$ cat src/rtl/tod_pkg.sv
package tod_pkg;
  localparam int REG_ADDR_W = 3;

  typedef enum logic [REG_ADDR_W-1:0] {
    A_FRAC = 3'd0,
    A_NSLO = 3'd1,
    A_NSHI = 3'd2,
    A_ADJ  = 3'd3,
    A_AUX  = 3'd4
  } tod_addr_e;
endpackage

$ cat src/rtl/tod_frac_accum.sv
module tod_frac_accum #(
  parameter int FRAC_W  = 32,
  parameter int STEP_NS = 8,
  parameter int STEP_W  = 4
) (
  input  logic              clk,
  input  logic              rst_n,
  input  logic              run,
  input  logic              load,
  input  logic [FRAC_W-1:0] load_frac,
  input  logic              adj_sign,
  input  logic [FRAC_W-2:0] adj_mag,
  output logic [FRAC_W-1:0] frac_q,
  output logic [STEP_W-1:0] step_ns
);
  logic [FRAC_W:0]   sum_ext;
  logic [FRAC_W-1:0] frac_d;

  always_comb begin
    if (adj_sign) sum_ext = {1'b0, frac_q} - {2'b00, adj_mag};
    else          sum_ext = {1'b0, frac_q} + {2'b00, adj_mag};
    // Bit FRAC_W is a carry when adding and a borrow when subtracting.
    if (!sum_ext[FRAC_W])  step_ns = STEP_W'(STEP_NS);
    else if (adj_sign)     step_ns = STEP_W'(STEP_NS - 1);
    else                   step_ns = STEP_W'(STEP_NS + 1);
    if (load)      frac_d = load_frac;
    else if (run)  frac_d = sum_ext[FRAC_W-1:0];
    else           frac_d = frac_q;
  end

  always_ff @(posedge clk or negedge rst_n) begin
    if (!rst_n) frac_q <= '0;
    else        frac_q <= frac_d;
  end

  assert_frac_add_R3: assert property (@(posedge clk) disable iff (!rst_n)
    (run && !load && !adj_sign) |=> frac_q == $past(frac_q) + FRAC_W'($past(adj_mag)));
  assert_frac_sub_R4: assert property (@(posedge clk) disable iff (!rst_n)
    (run && !load && adj_sign) |=> frac_q == $past(frac_q) - FRAC_W'($past(adj_mag)));
endmodule

$ cat src/rtl/tod_ns_counter.sv
module tod_ns_counter #(
  parameter int NS_W    = 40,
  parameter int STEP_NS = 8,
  parameter int STEP_W  = 4
) (
  input  logic              clk,
  input  logic              rst_n,
  input  logic              run,
  input  logic              load,
  input  logic [NS_W-1:0]   load_ns,
  input  logic [STEP_W-1:0] step_ns,
  output logic [NS_W-1:0]   ns_q
);
  logic [NS_W-1:0] ns_d;

  always_comb begin
    if (load)     ns_d = load_ns;
    else if (run) ns_d = ns_q + NS_W'(step_ns);
    else          ns_d = ns_q;
  end

  always_ff @(posedge clk or negedge rst_n) begin
    if (!rst_n) ns_q <= '0;
    else        ns_q <= ns_d;
  end

  assert_step_in_range_R2: assert property (@(posedge clk) disable iff (!rst_n)
    (run && !load) |=> ((ns_q - $past(ns_q)) == NS_W'(STEP_NS - 1) ||
                        (ns_q - $past(ns_q)) == NS_W'(STEP_NS)     ||
                        (ns_q - $past(ns_q)) == NS_W'(STEP_NS + 1)));
  assert_hold_when_halted_R6: assert property (@(posedge clk) disable iff (!rst_n)
    (!run && !load) |=> $stable(ns_q));
  assert_commit_load_R8: assert property (@(posedge clk) disable iff (!rst_n)
    load |=> ns_q == $past(load_ns));
endmodule

$ cat src/rtl/tod_regs.sv
module tod_regs
  import tod_pkg::*;
#(
  parameter int NS_W   = 40,
  parameter int FRAC_W = 32,
  parameter int DATA_W = 32
) (
  input  logic                  clk,
  input  logic                  rst_n,
  input  logic                  wr_en,
  input  logic                  rd_en,
  input  logic [REG_ADDR_W-1:0] addr,
  input  logic [DATA_W-1:0]     wr_data,
  input  logic [NS_W-1:0]       ns_live,
  input  logic [FRAC_W-1:0]     frac_live,
  output logic [DATA_W-1:0]     rd_data,
  output logic                  run,
  output logic                  load,
  output logic [NS_W-1:0]       load_ns,
  output logic [FRAC_W-1:0]     load_frac,
  output logic                  adj_sign,
  output logic [FRAC_W-2:0]     adj_mag
);
  localparam int HI_W = NS_W - DATA_W;

  logic [NS_W-1:0]   shadow_q;
  logic [DATA_W-1:0] stage_lo_q;
  logic [FRAC_W-1:0] stage_frac_q;
  logic [FRAC_W-1:0] adj_q;
  logic              halt_q;

  logic snap_en, st_frac_en, st_lo_en, adj_en, aux_en;

  always_comb begin
    snap_en    = rd_en && (addr == A_FRAC);
    st_frac_en = wr_en && (addr == A_FRAC);
    st_lo_en   = wr_en && (addr == A_NSLO);
    load       = wr_en && (addr == A_NSHI);
    adj_en     = wr_en && (addr == A_ADJ);
    aux_en     = wr_en && (addr == A_AUX);
    load_ns    = {wr_data[HI_W-1:0], stage_lo_q};
    load_frac  = stage_frac_q;
    run        = !halt_q;
    adj_sign   = adj_q[FRAC_W-1];
    adj_mag    = adj_q[FRAC_W-2:0];
    case (addr)
      A_FRAC:  rd_data = frac_live;
      A_NSLO:  rd_data = shadow_q[DATA_W-1:0];
      A_NSHI:  rd_data = {{(DATA_W-HI_W){1'b0}}, shadow_q[NS_W-1:DATA_W]};
      A_ADJ:   rd_data = adj_q;
      A_AUX:   rd_data = {halt_q, {(DATA_W-1){1'b0}}};
      default: rd_data = '0;
    endcase
  end

  always_ff @(posedge clk or negedge rst_n) begin
    if (!rst_n) begin
      shadow_q     <= '0;
      stage_lo_q   <= '0;
      stage_frac_q <= '0;
      adj_q        <= '0;
      halt_q       <= 1'b1;
    end else begin
      if (snap_en)    shadow_q     <= ns_live;
      if (st_lo_en)   stage_lo_q   <= wr_data;
      if (st_frac_en) stage_frac_q <= wr_data;
      if (adj_en)     adj_q        <= wr_data;
      if (aux_en)     halt_q       <= wr_data[DATA_W-1];
    end
  end

  assert_shadow_hold_R7: assert property (@(posedge clk) disable iff (!rst_n)
    !snap_en |=> $stable(shadow_q));
  assert_shadow_capture_R7: assert property (@(posedge clk) disable iff (!rst_n)
    snap_en |=> shadow_q == $past(ns_live));
  assert_stage_no_load_R8: assert property (@(posedge clk) disable iff (!rst_n)
    (wr_en && addr != A_NSHI) |-> !load);
endmodule

$ cat src/rtl/tod_counter.sv
module tod_counter
  import tod_pkg::*;
#(
  parameter int NS_W    = 40,
  parameter int FRAC_W  = 32,
  parameter int DATA_W  = 32,
  parameter int STEP_NS = 8
) (
  input  logic                  clk,
  input  logic                  rst_n,
  input  logic                  wr_en,
  input  logic                  rd_en,
  input  logic [REG_ADDR_W-1:0] addr,
  input  logic [DATA_W-1:0]     wr_data,
  output logic [DATA_W-1:0]     rd_data,
  output logic [NS_W-1:0]       ns_count
);
  localparam int STEP_W = $clog2(STEP_NS + 2);

  logic              run, load, adj_sign;
  logic [NS_W-1:0]   load_ns, ns_q;
  logic [FRAC_W-1:0] load_frac, frac_q;
  logic [FRAC_W-2:0] adj_mag;
  logic [STEP_W-1:0] step_ns;

  tod_regs #(.NS_W(NS_W), .FRAC_W(FRAC_W), .DATA_W(DATA_W)) regs_i (
    .clk(clk), .rst_n(rst_n), .wr_en(wr_en), .rd_en(rd_en), .addr(addr),
    .wr_data(wr_data), .ns_live(ns_q), .frac_live(frac_q), .rd_data(rd_data),
    .run(run), .load(load), .load_ns(load_ns), .load_frac(load_frac),
    .adj_sign(adj_sign), .adj_mag(adj_mag)
  );

  tod_frac_accum #(.FRAC_W(FRAC_W), .STEP_NS(STEP_NS), .STEP_W(STEP_W)) frac_i (
    .clk(clk), .rst_n(rst_n), .run(run), .load(load), .load_frac(load_frac),
    .adj_sign(adj_sign), .adj_mag(adj_mag), .frac_q(frac_q), .step_ns(step_ns)
  );

  tod_ns_counter #(.NS_W(NS_W), .STEP_NS(STEP_NS), .STEP_W(STEP_W)) ns_i (
    .clk(clk), .rst_n(rst_n), .run(run), .load(load), .load_ns(load_ns),
    .step_ns(step_ns), .ns_q(ns_q)
  );

  assign ns_count = ns_q;

  assert_halt_freezes_frac_R6: assert property (@(posedge clk) disable iff (!rst_n)
    (!run && !load) |=> $stable(frac_q));
endmodule

$ cat config.mk
export PLATFORM = sky130hd
export DESIGN_NAME = tod_counter
export DESIGN_NICKNAME = d
export VERILOG_FILES = /design/src/rtl/tod_pkg.sv /design/src/rtl/tod_frac_accum.sv /design/src/rtl/tod_ns_counter.sv /design/src/rtl/tod_regs.sv /design/src/rtl/tod_counter.sv
export SDC_FILE = /design/constraint.sdc
export NUM_CORES = 1
export LEC_CHECK = 0
export ABC_AREA = 0
export BUFFER_PORTS_ARGS = -buffer_cell sky130_fd_sc_hd__buf_2
export CAP_MARGIN = 10
export CORE_UTILIZATION = 50
export CTS_CLUSTER_SIZE = 24
export DETAILED_ROUTE_END_ITERATION = 12
export GPL_TIMING_DRIVEN = 0
export PLACE_DENSITY = 0.72
export SYNTH_ARGS = -nofsm -noshare
export SYNTH_HDL_FRONTEND = slang
export SYNTH_SLANG_ARGS = --single-unit
$ cat constraint.sdc
create_clock -name clk -period 5.9 [get_ports clk]
set_input_delay 0.59 -clock clk [delete_from_list [all_inputs] [get_ports clk]]
set_output_delay 0.59 -clock clk [all_outputs]
set_load 0.005 [all_outputs]
==> impl_metrics.toml <==
[power]
power_per_cell_area_nw_per_um2 = 528
vdd_ir_drop_max_mv = 0.238
power.total_w = 0.00753
static-leakage-power_nw = 6.06

[timing]
maxSlewHeadroom = 0.341
hold_violations = 0
max_clock_freq_mhz = 173
maxSlewViolCount = 0
fin_ws_ns = 0.136
report.final.setup_viol = 0
worst_pin_slew_ns = 0.988
skew_ns = 0.0197
post-route-min-period_ns = 5.76
fin_crit_sh = 0.977

[floorplanning]
dieWidth_um = 157
die_h_um = 157
start_util = 0.511
io_pins = 111
row_count = 56
die_area_um2 = 24600
core_um2 = 23500

[detailed_routing]
initial_drc_count = 873
route.detailed.wl_per_inst_um = 22.2
drt_first_pass_iters = 5
via_count = 10100
antenna_violating_nets_post_route = 0
drcViolationCount = 0
wl_um = 37500
vias_per_cell = 6.00

[layout]
fillers = 1970
layout-area-overhead-vs-synth_pct = 19.0
antenna-diode-count = 0
stdcell_area_um2 = 14300
design.final.nets = 1431
multi_input_area_um2 = 6680
commonest_cells_after_routing_fill_and_taps_aside = "dfrtp_1, mux2_2, nor2_1, buf_2, a21oi_1"
final-instance-count-excl-fill = 1687
final_layout_size_suffix_gt1_frac = 0.277
layout.cells.most_common = "dfrtp_1"
seq_area_um2 = 5240

[setup_path]
criticalPathCategory = "reg -> reg"
required_time_at_the_worst_slack_endpoint_ns = 6.35
worstPathArrival_ns = 6.21
cp-start-kind = "register"
endpoint_class_of_the_critical_path = "register"
worst-path-max-fanout = 8

[yosys]
synth_area_um2 = 12000
synth_ff_type = "dfrtp_1"
synth.ff_latch_count = 209
synth_area_per_cell_um2 = 10.0
synthDominantCellAreaShare = 0.434
synthTopCellsByArea = "dfrtp_1, mux2_2, xnor2_1, nor2_1, ha_1"
yosysSeqAreaShare = 0.436
synth.lib_cells_used.distinct = 68
postSynth.asyncResetShare = 1.00
syn-num-nets = 1271
synth.largest_area_cell = "dfrtp_1"
yosysWarnings = 0
synth_cells = 1195
synth_enable_flop_cells = 0

[placed_design]
dp.final_hpwl_um = 26000
post-place-cells = 1624
place.port_buffers = 109
placed_area_um2 = 13000
rd_place_congestion = 0.935
detailedPlace.worstSlack_ns = -1.95

[worst_hold_path]
hp-class = "in -> async"

[clock_tree]
clock_tree_from_tritoncts = "yes"
cts.sink_count = 209
post_cts_hold_buffer_count = 0
cts-buffers-inserted = 24
clockBufferDepth = 3
htree_levels = 1
source_to_sink_clock_delay_at_the_later_pin_of_the_worst_skew_pair_ns = 0.53
cts.clk_slew.worst_paths_ns = 0.06
clock-root-buffer = "clkbuf_16"

[global_route]
wire_length_of_the_first_global_routing_pass_um = 56700
grt_max_degree = 114
global_route.overflow_total = 0
grt_pass1_vias = 9861
gr-usage-all-layers = 0.310
antenna_violations_before_repair = 0

[run]
drv_cap = 0

[status]
outcome = "complete, no violations"
==> worst paths after layout <==
kind | end | slack (ns) | startpoint | cells past startpoint
min in group clk | regs_i.stage_lo_q[26] | 0.33 | wr_data[26] | 2
max in group asynchronous | regs_i.load_frac[15] | 4.80 | rst_n | 2
worst max register to register | ns_i.ns_q[35] | 0.14 | regs_i.adj_q[2] | 21
worst max-delay path | ns_i.ns_q[35] | 0.14 | regs_i.adj_q[2] | 21
worst min register to register | ns_i.ns_q[26] | 0.47 | regs_i.stage_lo_q[26] | 2
worst min-delay path | ns_i.ns_q[33] | 0.08 | rst_n | 1
==> per-stage QoR <==
step / util / hold slack, ns / setup TNS (ns)
after floorplan: - / 0.294 / 0
after global placement: 0.551 / 0.455 / -54.77
after detailed placement: 0.553 / 0.463 / -57.40
after CTS: 0.597 / 0.121 / 0
after global routing: 0.608 / 0.149 / -0.322
final: 0.608 / 0.0779 / 0
==> state kept, by name, indices dropped and copies added, names as in the netlist <==
register,count
frac_i.frac_q,32
ns_i.ns_q,40
regs_i.adj_q,32
regs_i.halt_q,1
regs_i.load_frac,32
regs_i.shadow_q,40
regs_i.stage_lo_q,32
==> where the power goes <==
part | internal, W | switching [W] | total (W)
clock | 0.000940 | 0.000592 | 0.00153
combinational | 0.00170 | 0.00193 | 0.00363
sequential | 0.00191 | 0.000459 | 0.00237
==> cells by family (layout without fill, tap and decap cells) <==
kind of cell / count (synthesis) / in the layout / synth area share
fa+ha+maj: 37 / 37 / 0.0392
mux: 173 / 173 / 0.167
buf+inv: 94 / 267 / 0.0308
simple gates: 324 / 324 / 0.124
compound gates: 269 / 269 / 0.138
flops: 209 / 209 / 0.436
xor+xnor: 89 / 89 / 0.0650
==> synthesized netlist by cell type, drive strengths merged (7+ instances only) <==
master  instances
a211oi          7
nor4           13
xnor2          74
or3             9
clkbuf         59
nor2          135
o21a           13
ha             36
mux4            8
and3           13
nand2          75
dfrtp         208
o21ai          80
a311oi          8
a31oi          24
nor3           22
inv            25
a21o           13
mux2i          29
nand2b          9
xor2           15
nand3          16
nor2b          11
mux2          136
a21oi          89
buf             9
==> layout make-up <==
class	count	share of cell area
Clock inverter	3	0.00482
Tap cell	319	0.0280
Timing Repair Buffer	137	0.0553
Buffer	65	0.0186
Sequential cell	209	0.367
Inverter	26	0.00684
Clock buffer	36	0.0516
Multi-Input combinational cell	892	0.468
==> what timing repair did <==
item / 4_1_cts / 5_1_grt
setup buffers: 10 / 17
pin swaps: 11 / 18
resized for setup: 34 / 38
setup endpoints to repair: 39 / 36
==> worst max-delay path, stage by stage, from the launching register on <==
cell and delay (ns):
dfrtp_2 0.43, nor3_4 0.27, nand2b_4 0.12, nor2_4 0.12
nand2_2 0.10, nor4_4 0.23, buf_4 0.19, a31oi_2 0.21
xnor2_1 0.20, ha_2 0.42, and4_1 0.27, nand3_2 0.13
or4_1 0.44, o32a_4 0.25, and2_4 0.19, o21ai_4 0.19
ha_4 0.16, nor2b_4 0.14, or4b_4 0.54, a311o_2 0.52
or3_1 0.38, a31oi_1 0.18
==> metal layers <==
metal | part of all wire | wire length [um] | track usage
met3 | 0.063 | 2360 | 0.0396
met5 | 0 | 0 | 0
met2 | 0.45 | 17000 | 0.486
met4 | 0.044 | 1650 | 0.137
met1 | 0.44 | 16500 | 0.430
Power figures use the tool's default switching activity.
